$ cat src/rtl/dq_lock_pkg.sv
package dq_lock_pkg;
  typedef enum logic [1:0] {
    LK_INVALID = 2'd0,
    LK_WAIT    = 2'd1,
    LK_BUSY    = 2'd2,
    LK_IDLE    = 2'd3
  } lk_state_e;

  typedef enum logic {
    MSG_REQ = 1'b0,
    MSG_FWD = 1'b1
  } msg_kind_e;
endpackage

$ cat src/rtl/dq_lock_entry.sv
module dq_lock_entry
  import dq_lock_pkg::*;
#(
  parameter int NODE_W = 4
) (
  input  logic              clk_i,
  input  logic              rst_ni,
  input  logic              grant_i,
  input  logic              fwd_i,
  input  logic [NODE_W-1:0] fwd_src_i,
  input  logic              rel_i,
  input  logic              acq_i,
  input  logic              pop_fwd_i,
  input  logic              pop_req_i,
  output logic              fwd_pend_o,
  output logic              req_pend_o,
  output logic [NODE_W-1:0] fwd_dst_o,
  output logic              granted_o,
  output logic              err_o
);
  lk_state_e         st_q, st_d;
  logic              sv_q, sv_d, fp_q, fp_d, rp_q, rp_d, g_d, e_d;
  logic [NODE_W-1:0] sid_q, sid_d, fd_q, fd_d;

  // events applied in order: network messages, then release, then acquire
  always_comb begin
    st_d = st_q; sv_d = sv_q; sid_d = sid_q;
    fp_d = fp_q; fd_d = fd_q; rp_d = rp_q;
    g_d = 1'b0; e_d = 1'b0;
    if (pop_fwd_i) fp_d = 1'b0;
    if (pop_req_i) rp_d = 1'b0;
    if (grant_i) begin
      if (st_d == LK_WAIT) begin
        st_d = LK_BUSY;
        g_d  = 1'b1;
      end else begin
        e_d = 1'b1;
      end
    end
    if (fwd_i) begin
      if (st_d == LK_IDLE) begin
        st_d = LK_INVALID;
        fp_d = 1'b1;
        fd_d = fwd_src_i;
      end else if (st_d == LK_INVALID || sv_d) begin
        e_d = 1'b1;
      end else begin
        sv_d  = 1'b1;
        sid_d = fwd_src_i;
      end
    end
    if (rel_i && st_d == LK_BUSY) begin
      if (sv_d) begin
        st_d = LK_INVALID;
        fp_d = 1'b1;
        fd_d = sid_d;
        sv_d = 1'b0;
      end else begin
        st_d = LK_IDLE;
      end
    end
    if (acq_i) begin
      if (st_d == LK_INVALID) begin
        st_d = LK_WAIT;
        rp_d = 1'b1;
      end else if (st_d == LK_IDLE) begin
        st_d = LK_BUSY;
        g_d  = 1'b1;
      end
    end
  end

  always_ff @(posedge clk_i or negedge rst_ni) begin
    if (!rst_ni) begin
      st_q <= LK_INVALID; sv_q <= 1'b0; sid_q <= '0;
      fp_q <= 1'b0; fd_q <= '0; rp_q <= 1'b0;
      granted_o <= 1'b0; err_o <= 1'b0;
    end else begin
      st_q <= st_d; sv_q <= sv_d; sid_q <= sid_d;
      fp_q <= fp_d; fd_q <= fd_d; rp_q <= rp_d;
      granted_o <= g_d; err_o <= e_d;
    end
  end

  assign fwd_pend_o = fp_q;
  assign req_pend_o = rp_q;
  assign fwd_dst_o  = fd_q;
endmodule

$ cat src/rtl/dq_msg_arb.sv
module dq_msg_arb
  import dq_lock_pkg::*;
#(
  parameter int NUM_LOCKS = 8,
  parameter int NUM_NODES = 16,
  localparam int LOCK_W = $clog2(NUM_LOCKS),
  localparam int NODE_W = $clog2(NUM_NODES)
) (
  input  logic [NUM_LOCKS-1:0]             fwd_pend_i,
  input  logic [NUM_LOCKS-1:0]             req_pend_i,
  input  logic [NUM_LOCKS-1:0][NODE_W-1:0] fwd_dst_i,
  input  logic                             ready_i,
  output logic                             valid_o,
  output logic                             kind_o,
  output logic [LOCK_W-1:0]                lock_o,
  output logic [NODE_W-1:0]                dst_o,
  output logic [NUM_LOCKS-1:0]             pop_fwd_o,
  output logic [NUM_LOCKS-1:0]             pop_req_o
);
  logic [LOCK_W-1:0] fsel, rsel;

  // lowest index wins within each class
  always_comb begin
    fsel = '0;
    rsel = '0;
    for (int i = NUM_LOCKS - 1; i >= 0; i--) begin
      if (fwd_pend_i[i]) fsel = LOCK_W'(i);
      if (req_pend_i[i]) rsel = LOCK_W'(i);
    end
  end

  always_comb begin
    valid_o = |fwd_pend_i || |req_pend_i;
    if (|fwd_pend_i) begin
      kind_o = MSG_FWD;
      lock_o = fsel;
      dst_o  = fwd_dst_i[fsel];
    end else begin
      kind_o = MSG_REQ;
      lock_o = rsel;
      dst_o  = NODE_W'(int'(rsel) % NUM_NODES);
    end
  end

  always_comb begin
    pop_fwd_o = '0;
    pop_req_o = '0;
    if (valid_o && ready_i) begin
      if (kind_o == MSG_FWD) pop_fwd_o[lock_o] = 1'b1;
      else                   pop_req_o[lock_o] = 1'b1;
    end
  end
endmodule

$ cat src/rtl/dq_lock_agent.sv
module dq_lock_agent
  import dq_lock_pkg::*;
#(
  parameter int NUM_LOCKS = 8,
  parameter int NUM_NODES = 16,
  localparam int LOCK_W = $clog2(NUM_LOCKS),
  localparam int NODE_W = $clog2(NUM_NODES)
) (
  input  logic                 clk_i,
  input  logic                 rst_ni,
  input  logic                 acq_i,
  input  logic [LOCK_W-1:0]    acq_lock_i,
  input  logic                 rel_i,
  input  logic [LOCK_W-1:0]    rel_lock_i,
  input  logic                 grant_valid_i,
  input  logic [LOCK_W-1:0]    grant_lock_i,
  input  logic                 fwd_valid_i,
  input  logic [LOCK_W-1:0]    fwd_lock_i,
  input  logic [NODE_W-1:0]    fwd_src_i,
  output logic [NUM_LOCKS-1:0] granted_o,
  output logic                 msg_valid_o,
  input  logic                 msg_ready_i,
  output logic                 msg_type_o,
  output logic [LOCK_W-1:0]    msg_lock_o,
  output logic [NODE_W-1:0]    msg_dst_o,
  output logic                 proto_err_o
);
  logic [NUM_LOCKS-1:0]             fwd_pend, req_pend, pop_fwd, pop_req, err;
  logic [NUM_LOCKS-1:0][NODE_W-1:0] fwd_dst;

  for (genvar i = 0; i < NUM_LOCKS; i++) begin : g_lock
    dq_lock_entry #(.NODE_W(NODE_W)) u_entry (
      .clk_i     (clk_i),
      .rst_ni    (rst_ni),
      .grant_i   (grant_valid_i && grant_lock_i == LOCK_W'(i)),
      .fwd_i     (fwd_valid_i && fwd_lock_i == LOCK_W'(i)),
      .fwd_src_i (fwd_src_i),
      .rel_i     (rel_i && rel_lock_i == LOCK_W'(i)),
      .acq_i     (acq_i && acq_lock_i == LOCK_W'(i)),
      .pop_fwd_i (pop_fwd[i]),
      .pop_req_i (pop_req[i]),
      .fwd_pend_o(fwd_pend[i]),
      .req_pend_o(req_pend[i]),
      .fwd_dst_o (fwd_dst[i]),
      .granted_o (granted_o[i]),
      .err_o     (err[i])
    );
  end

  dq_msg_arb #(.NUM_LOCKS(NUM_LOCKS), .NUM_NODES(NUM_NODES)) u_arb (
    .fwd_pend_i(fwd_pend),
    .req_pend_i(req_pend),
    .fwd_dst_i (fwd_dst),
    .ready_i   (msg_ready_i),
    .valid_o   (msg_valid_o),
    .kind_o    (msg_type_o),
    .lock_o    (msg_lock_o),
    .dst_o     (msg_dst_o),
    .pop_fwd_o (pop_fwd),
    .pop_req_o (pop_req)
  );

  assign proto_err_o = |err;
endmodule

$ cat config.mk
export PLATFORM = sky130hd
export DESIGN_NAME = dq_lock_agent
export DESIGN_NICKNAME = d
export VERILOG_FILES = /design/src/rtl/dq_lock_pkg.sv /design/src/rtl/dq_lock_entry.sv /design/src/rtl/dq_msg_arb.sv /design/src/rtl/dq_lock_agent.sv
export SDC_FILE = /design/constraint.sdc
export NUM_CORES = 1
export LEC_CHECK = 0
export BUFFER_PORTS_ARGS = -buffer_cell sky130_fd_sc_hd__buf_2
export CAP_MARGIN = 20
export CORE_ASPECT_RATIO = 2
export CORE_MARGIN = 2
export CORE_UTILIZATION = 55
export DETAILED_ROUTE_END_ITERATION = 8
export PLACE_DENSITY_LB_ADDON = 0.15
export SLEW_MARGIN = 15
export SYNTH_ARGS = -nofsm -noshare
export SYNTH_HDL_FRONTEND = slang
export SYNTH_SLANG_ARGS = --single-unit
$ cat constraint.sdc
create_clock -name clk_i -period 2.3 [get_ports clk_i]
set_input_delay 0.46 -clock clk_i [delete_from_list [all_inputs] [get_ports clk_i]]
set_output_delay 0.46 -clock clk_i [all_outputs]
set_load 0.05 [all_outputs]
==> impl_metrics.ini, run 1 <==
[clocking]
cts_buffers = 17
clk_path_buf_depth = 2
cts_tree = yes
htreeDepth = 4
cts.sink_count = 120
clock_latency_ns = 0.41
clk_pin_slew_worst_paths_ns = 0.06
cts_root_buffer = clkbuf_16

[setup_path]
rr_worst_depth = 11
crit_chain = nand2b_4, a221o_1, a21o_4, mux4_2, a22o_4, buf_6
rr_endpoint = g_lock[3].u_entry.fwd_pend_o
timing.rr.start = g_lock[3].u_entry.fwd_pend_o
rrSetupSlack_ns = 0.02
max_stage_delay_ns = 0.43
crit_path_end_kind = output port
crit_end = msg_dst_o[3]
crit_path_start = g_lock[6].u_entry.fwd_pend_o
path_class = reg -> out
crit_arrival_ns = 2.35
crit_required_ns = 1.84
cp_slowest_cell = mux4_2
worst_setup_path_start_kind = flop
path_max_fanout = 3

[hold_path]
hold_path_class = in -> reg

[power_and_ir_drop]
p_leak_nw = 3.728
p_int_mw = 7.732
irDropWorstVdd_mv = 1.039
pwr-share-seq_pct = 30.4
switchingPower_mw = 5.448
clkPwrFrac_pct = 20.5
power_frac_comb_pct = 49.1
power_mw = 13.18
p_sw_share_pct = 41.34
power.density_mw_per_mm2 = 1563

[floorplan]
die_w_um = 82.50
start_util_pct = 56.23
core_area_mm2 = 0.01205
fp.dieH_um = 161.0
io_pins = 41
die_area_mm2 = 0.01328
row_count = 57

[logic_synthesis]
synth_top_family_by_area = compound AO/OA/AOI/OAI gates
muxShareOfSynthArea_pct = 8.399
yosysTopAreaCellShare_pct = 44.30
synth_xor_area_share_pct = 0.1292
synthTopCellsByArea = dfrtp_1 (44%), a21oi_1 (6.8%), mux2_2 (5.8%)
synthesis.area_mm2 = 0.006778
synth-compound-area-share_pct = 22.34
yosys_register_bits = 120
synth_edf_count = 0
syn_nets = 754
yosysSeqAreaShare_pct = 44.30
synth_ff_type = dfrtp_1
avgSynthCellArea_um2 = 9.272
async_flop_share_pct = 100.0
netlist_instances = 731
yosys.area.top_type = dfrtp_1
ys.warnings.count = 0
synthAdderAreaFrac_pct = 0.5907
yosysUniqueCellTypes = 63
synth-simple-area-share_pct = 19.46

[sta]
slew_violations = 0
setup_viol = 8
fin_crit_ns = 2.805
maxSlewHeadroom_pct = 62.77
fmax_mhz = 356.5
worstMarginPinSlew_ns = 0.5510
hold_viol_final = 0
finClkSkew_ns = 0.01094
worst_slack_ns = -0.5054
rsz0062_at_grt = true
finalCritPeriodShare_pct = 122.0

[flow_run]
maxCapViolations = 0

[finish]
syn2layout_area_growth_pct = 24.39
drive_gt1_share_pct = 27.03
fill_cells = 924
nets = 847
final_common_cell = dfrtp_1
final_cell_mix = dfrtp_1 (119), a21oi_1 (92), buf_4 (65)
n_antenna_cell = 0

[routing]
first_pass_iters = 5
antenna_left = 0
finalWirelength_um = 22000
vias_per_cell = 6.497
drt_iter0_drc = 504
drc = 0
vias = 6387
wire_per_inst_um = 22.38

[outcome]
violations = negative setup slack
status = complete, but fails checks

[global_routing]
grt_use_total_pct = 34.63
antenna_found_initial = 0
grt_max_degree = 51
grt_pass1_wl_um = 33760
grt_pass1_vias = 6470
overflow = 0

[placement]
gp_congestion = 0.9736
dp_hpwl_um = 16050
io_buffers = 40
dp_slack_ns = -0.1655
==> cells in the mapped netlist (3+ instances only) <==
cell type / number
buf_2: 7
nor4bb_1: 3
and2_1: 7
mux2i_1: 13
a22o_1: 3
o41ai_1: 3
clkbuf_1: 30
nand4b_1: 5
nand4_1: 7
mux2_2: 35
o31ai_1: 8
a211oi_1: 7
nand2_1: 49
o221a_2: 8
maj3_1: 4
nand3b_1: 5
buf_4: 8
a21boi_0: 6
and3_1: 5
a21o_1: 7
nand2b_1: 28
o22ai_1: 36
nor3_1: 10
inv_1: 29
o21ai_1: 8
or3_1: 4
nor4_1: 6
nand3_1: 20
and4b_1: 6
a22oi_1: 8
o21ai_0: 30
nor2_1: 59
a21oi_1: 92
nor2b_1: 13
dfrtp_1: 120
o32ai_1: 7
==> critical path: cells and delay by family, from the launching register on <==
| kind | cells | cell delay [ns] |
|---|---|---|
| and+or+nand+nor | 1 | 0.14 |
| AOI/OAI and AO/OA | 3 | 0.84 |
| buffers and inverters | 1 | 0.15 |
| muxes | 1 | 0.43 |
| DFF | 1 | 0.37 |
==> through the flow <==
stage | instances | hold slack [ns] | TNS (ns) | utilization [%] | cell area [um2]
finish | 983 | 0.3999 | -2.601 | 69.95 | 8431
floorplan | 731 | 0.1644 | -0.3429 | - | 6827
global route | 983 | 0.3894 | -3.221 | 69.95 | 8431
global placement | 936 | 0.3829 | -0.4096 | 62.23 | 7501
CTS | 976 | 0.3825 | -2.228 | 68.90 | 8304
detailed placement | 936 | 0.3903 | -0.5795 | 62.23 | 7501
==> flip-flops by register name, summed over array words and instances, names as in the netlist <==
name                       cells
g_lock.u_entry.err_o           8
g_lock.u_entry.granted_o       8
g_lock.u_entry.fwd_dst_o      32
g_lock.u_entry.sid_q          32
g_lock.u_entry.sv_q            8
g_lock.u_entry.st_q           16
g_lock.u_entry.fwd_pend_o      8
g_lock.u_entry.req_pend_o      8
==> metal layers <==
layer	track usage, %	share of wire [%]
met1	36.91	35
met5	0	0
met2	57.81	52
met4	25.41	7.7
met3	7.486	5.2
==> power by group through the flow <==
stage / Combinational [mW] / Clock [mW] / Sequential, mW
5_1_grt: 6.88 / 2.80 / 4.11
4_1_cts: 6.04 / 2.72 / 3.94
3_3_place_gp: 5.21 / 0 / 3.88
6_report: 6.47 / 2.70 / 4.01
2_1_floorplan: 4.13 / 0 / 3.42
3_5_place_dp: 5.39 / 0 / 3.93
==> area by class of cell <==
type                            count  area [um2]  area share, %
Timing Repair Buffer              119       929.6          11.03
Clock inverter                     12       150.1          1.781
Clock buffer                       19       442.9          5.254
Multi-Input combinational cell    536        3605          42.76
Tap cell                          147       183.9          2.182
Sequential cell                   120        3004          35.63
Inverter                           30       115.1          1.365
==> kinds of logic (layout without fill, tap and decap cells) <==
logic type	Yosys count	count (layout)
buf+inv	76	180
flops	120	120
compound gates	241	241
simple gates	239	240
fa+ha+maj	4	4
mux	50	50
xor+xnor	1	1
==> how the worst min path moves through the flow <==
stage | from | to | slack (ns) | depth (start not counted)
final | msg_ready_i | g_lock[0].u_entry.fwd_pend_o | 0.40 | 3
after global routing | msg_ready_i | g_lock[0].u_entry.fwd_pend_o | 0.39 | 3
after global placement | rst_ni | g_lock[7].u_entry.granted_o | 0.38 | 1
after CTS | msg_ready_i | g_lock[0].u_entry.fwd_pend_o | 0.38 | 3
after detailed placement | rst_ni | g_lock[5].u_entry.err_o | 0.39 | 1
after floorplan | rst_ni | g_lock[0].u_entry.err_o | 0.16 | 0
==> timing repair <==
| item | in CTS | in global routing |
|---|---|---|
| endpoints found under the setup margin | 9 | 11 |
| endpoints found under the hold margin | 21 | 0 |
| pin swaps | 10 | 7 |
| cloned | 1 | 0 |
| hold buffers | 1 | 0 |
| buffers inserted | 7 | 7 |
| gates resized for setup | 38 | 17 |
No activity file was read; power rests on OpenSTA's default activity.
==> run 2, diff against run 1 <==
--- a/config.mk
+++ b/config.mk
@@ -16,3 +16,4 @@
 export SYNTH_ARGS = -nofsm -noshare
 export SYNTH_HDL_FRONTEND = slang
 export SYNTH_SLANG_ARGS = --single-unit
+export TNS_END_PERCENT = 20
==> run 2 against run 1 <==
The flow still finishes with violations (negative setup slack); combinational power decreased by 11%; critical path depth did not move; power down 5.1%; register-to-register slack improved by 0.03 ns; setup slack worse by 0.0012 ns; first-iteration DRC count shrank 3.2%; via count is 0.59% lower; global-route usage is 0.98 points lower; fmax about the same; largest power group unchanged.
==> impl_metrics.ini, run 2 (same netlist as run 1, synthesis figures left out) <==
[setup_path]
cpLargestDelayFamily = compound AO/OA/AOI/OAI gates
max_stage_delay_ns = 0.43
crit_cells = 6
crit_required_ns = 1.84
crit_arrival_ns = 2.35
cp.buffers_inverters = 1
path_max_fanout = 3
cp_slowest_cell = mux4_2
rr_worst_depth = 10
crit_path_end_kind = output port
crit_chain = nand2b_1, a221o_1, a21o_4, mux4_2, a22o_4, buf_6
worst_setup_path_start_kind = flop
path_class = reg -> out

[sta]
fin_crit_ns = 2.807
finClkSkew_ns = 0.009683
worstMarginPinSlew_ns = 0.5189
hold_viol_final = 0
rsz0062_at_grt = true
finalCritPeriodShare_pct = 122.0
setup_viol = 7
maxSlewHeadroom_pct = 65.30
worst_slack_ns = -0.5066
fmax_mhz = 356.3
slew_violations = 0

[finish]
drive_gt1_share_pct = 24.73
final_cell_mix = dfrtp_1 (119), a21oi_1 (92), buf_4 (60)
instances_no_fill = 969
final_common_cell = dfrtp_1
utilization_pct = 68.01
syn2layout_area_growth_pct = 20.93
nets = 831

[outcome]
status = complete, but fails checks
violations = negative setup slack

[routing]
vias_per_cell = 6.552
vias = 6349
antenna_left = 0
wire_per_inst_um = 22.03
drc = 0
first_pass_iters = 5
drt_iter0_drc = 488
finalWirelength_um = 21350

[global_routing]
grt_pass1_vias = 6223
antenna_found_initial = 0
grt_use_total_pct = 33.65
grt_max_degree = 53
grt_pass1_wl_um = 32950
overflow = 0

[floorplan]
io_pins = 41
fp.dieH_um = 161.0
row_count = 57
start_util_pct = 56.23
core_area_mm2 = 0.01205
die_w_um = 82.50
die_area_mm2 = 0.01328

[clocking]
cts_tree = yes
clk_pin_slew_worst_paths_ns = 0.06
cts_hold_buf = 0
clock_latency_ns = 0.42
cts_buffers = 17
htreeDepth = 4
cts_root_buffer = clkbuf_16
clk_path_buf_depth = 2
cts.sink_count = 120

[hold_path]
hold_path_class = in -> async

[placement]
dp_hpwl_um = 16230
gp_congestion = 0.9543
dpl.cell_count = 936
io_buffers = 40

[power_and_ir_drop]
p_leak_nw = 3.629
irDropWorstVdd_mv = 0.9900
power.density_mw_per_mm2 = 1527

[flow_run]
maxCapViolations = 0
==> run 2: report_power, final <==
group          switching [mW]  internal (mW)  leakage, nW
combinational            3.16           2.62         1.87
sequential              0.997           2.98         1.46
clock                    1.02           1.74        0.297
total                    5.18           7.34         3.63
==> run 2: repair_timing <==
action	CTS	global route
resized for setup	20	5
cloned	0	0
setup endpoints to repair	9	10
setup buffers	0	0
pin swaps	6	1
==> run 2: stage by stage <==
step	cell area [um2]	power (mW)	setup slack (ns)	TNS, ns	hold slack, ns
6_report	8197	12.51	-0.5066	-2.476	0.007212
5_1_grt	8194	13.16	-0.5926	-3.223	0.04138
4_1_cts	8164	12.36	-0.5142	-2.601	0.02282
3_5_place_dp	7488	9.280	-0.1533	-0.6737	0.4626
3_3_place_gp	7488	9.055	-0.1422	-0.3940	0.4547
2_1_floorplan	6814	7.498	-0.1918	-0.5929	0.1644
==> run 2: final timing paths <==
path	start	endpoint	slack [ns]
min in group clk_i	msg_ready_i	g_lock[0].u_entry.fwd_pend_o	0.40
max in group asynchronous	rst_ni	g_lock[1].u_entry.fwd_pend_o	1.64
hold reg to reg	g_lock[3].u_entry.sid_q[2]	g_lock[3].u_entry.sid_q[2]	0.51
setup reg to reg	g_lock[3].u_entry.fwd_pend_o	g_lock[0].u_entry.req_pend_o	0.05
setup / recovery	g_lock[6].u_entry.fwd_pend_o	msg_dst_o[3]	-0.51
hold / removal	rst_ni	g_lock[4].u_entry.err_o	0.007
==> run 2: worst reg2reg max path: cells and delay by family, from the launching register on <==
family	cells	cell delay, ns
AOI/OAI and AO/OA	4	0.77
DFF	1	0.41
and+or+nand+nor	2	0.34
buffers and inverters	4	0.59
==> run 2: cell type report <==
cell class                 count  area (um2)
tap                          147       183.9
inverter                      30       112.6
antenna                        1       2.502
clock buffer                  18       439.2
fill                         952        3856
sequential                   120        3004
clock inverter                14       172.7
timing repair buffer         104       765.7
multi-input combinational    535        3516
==> run 2: layer usage <==
layer	up-vias	share of wire, %	global-route usage [%]
met5	-	0	0
met4	0	7.2	23.17
met3	91	4.4	6.089
met2	289	54	57.15
met1	3109	34	36.42
li1	2860	-	-
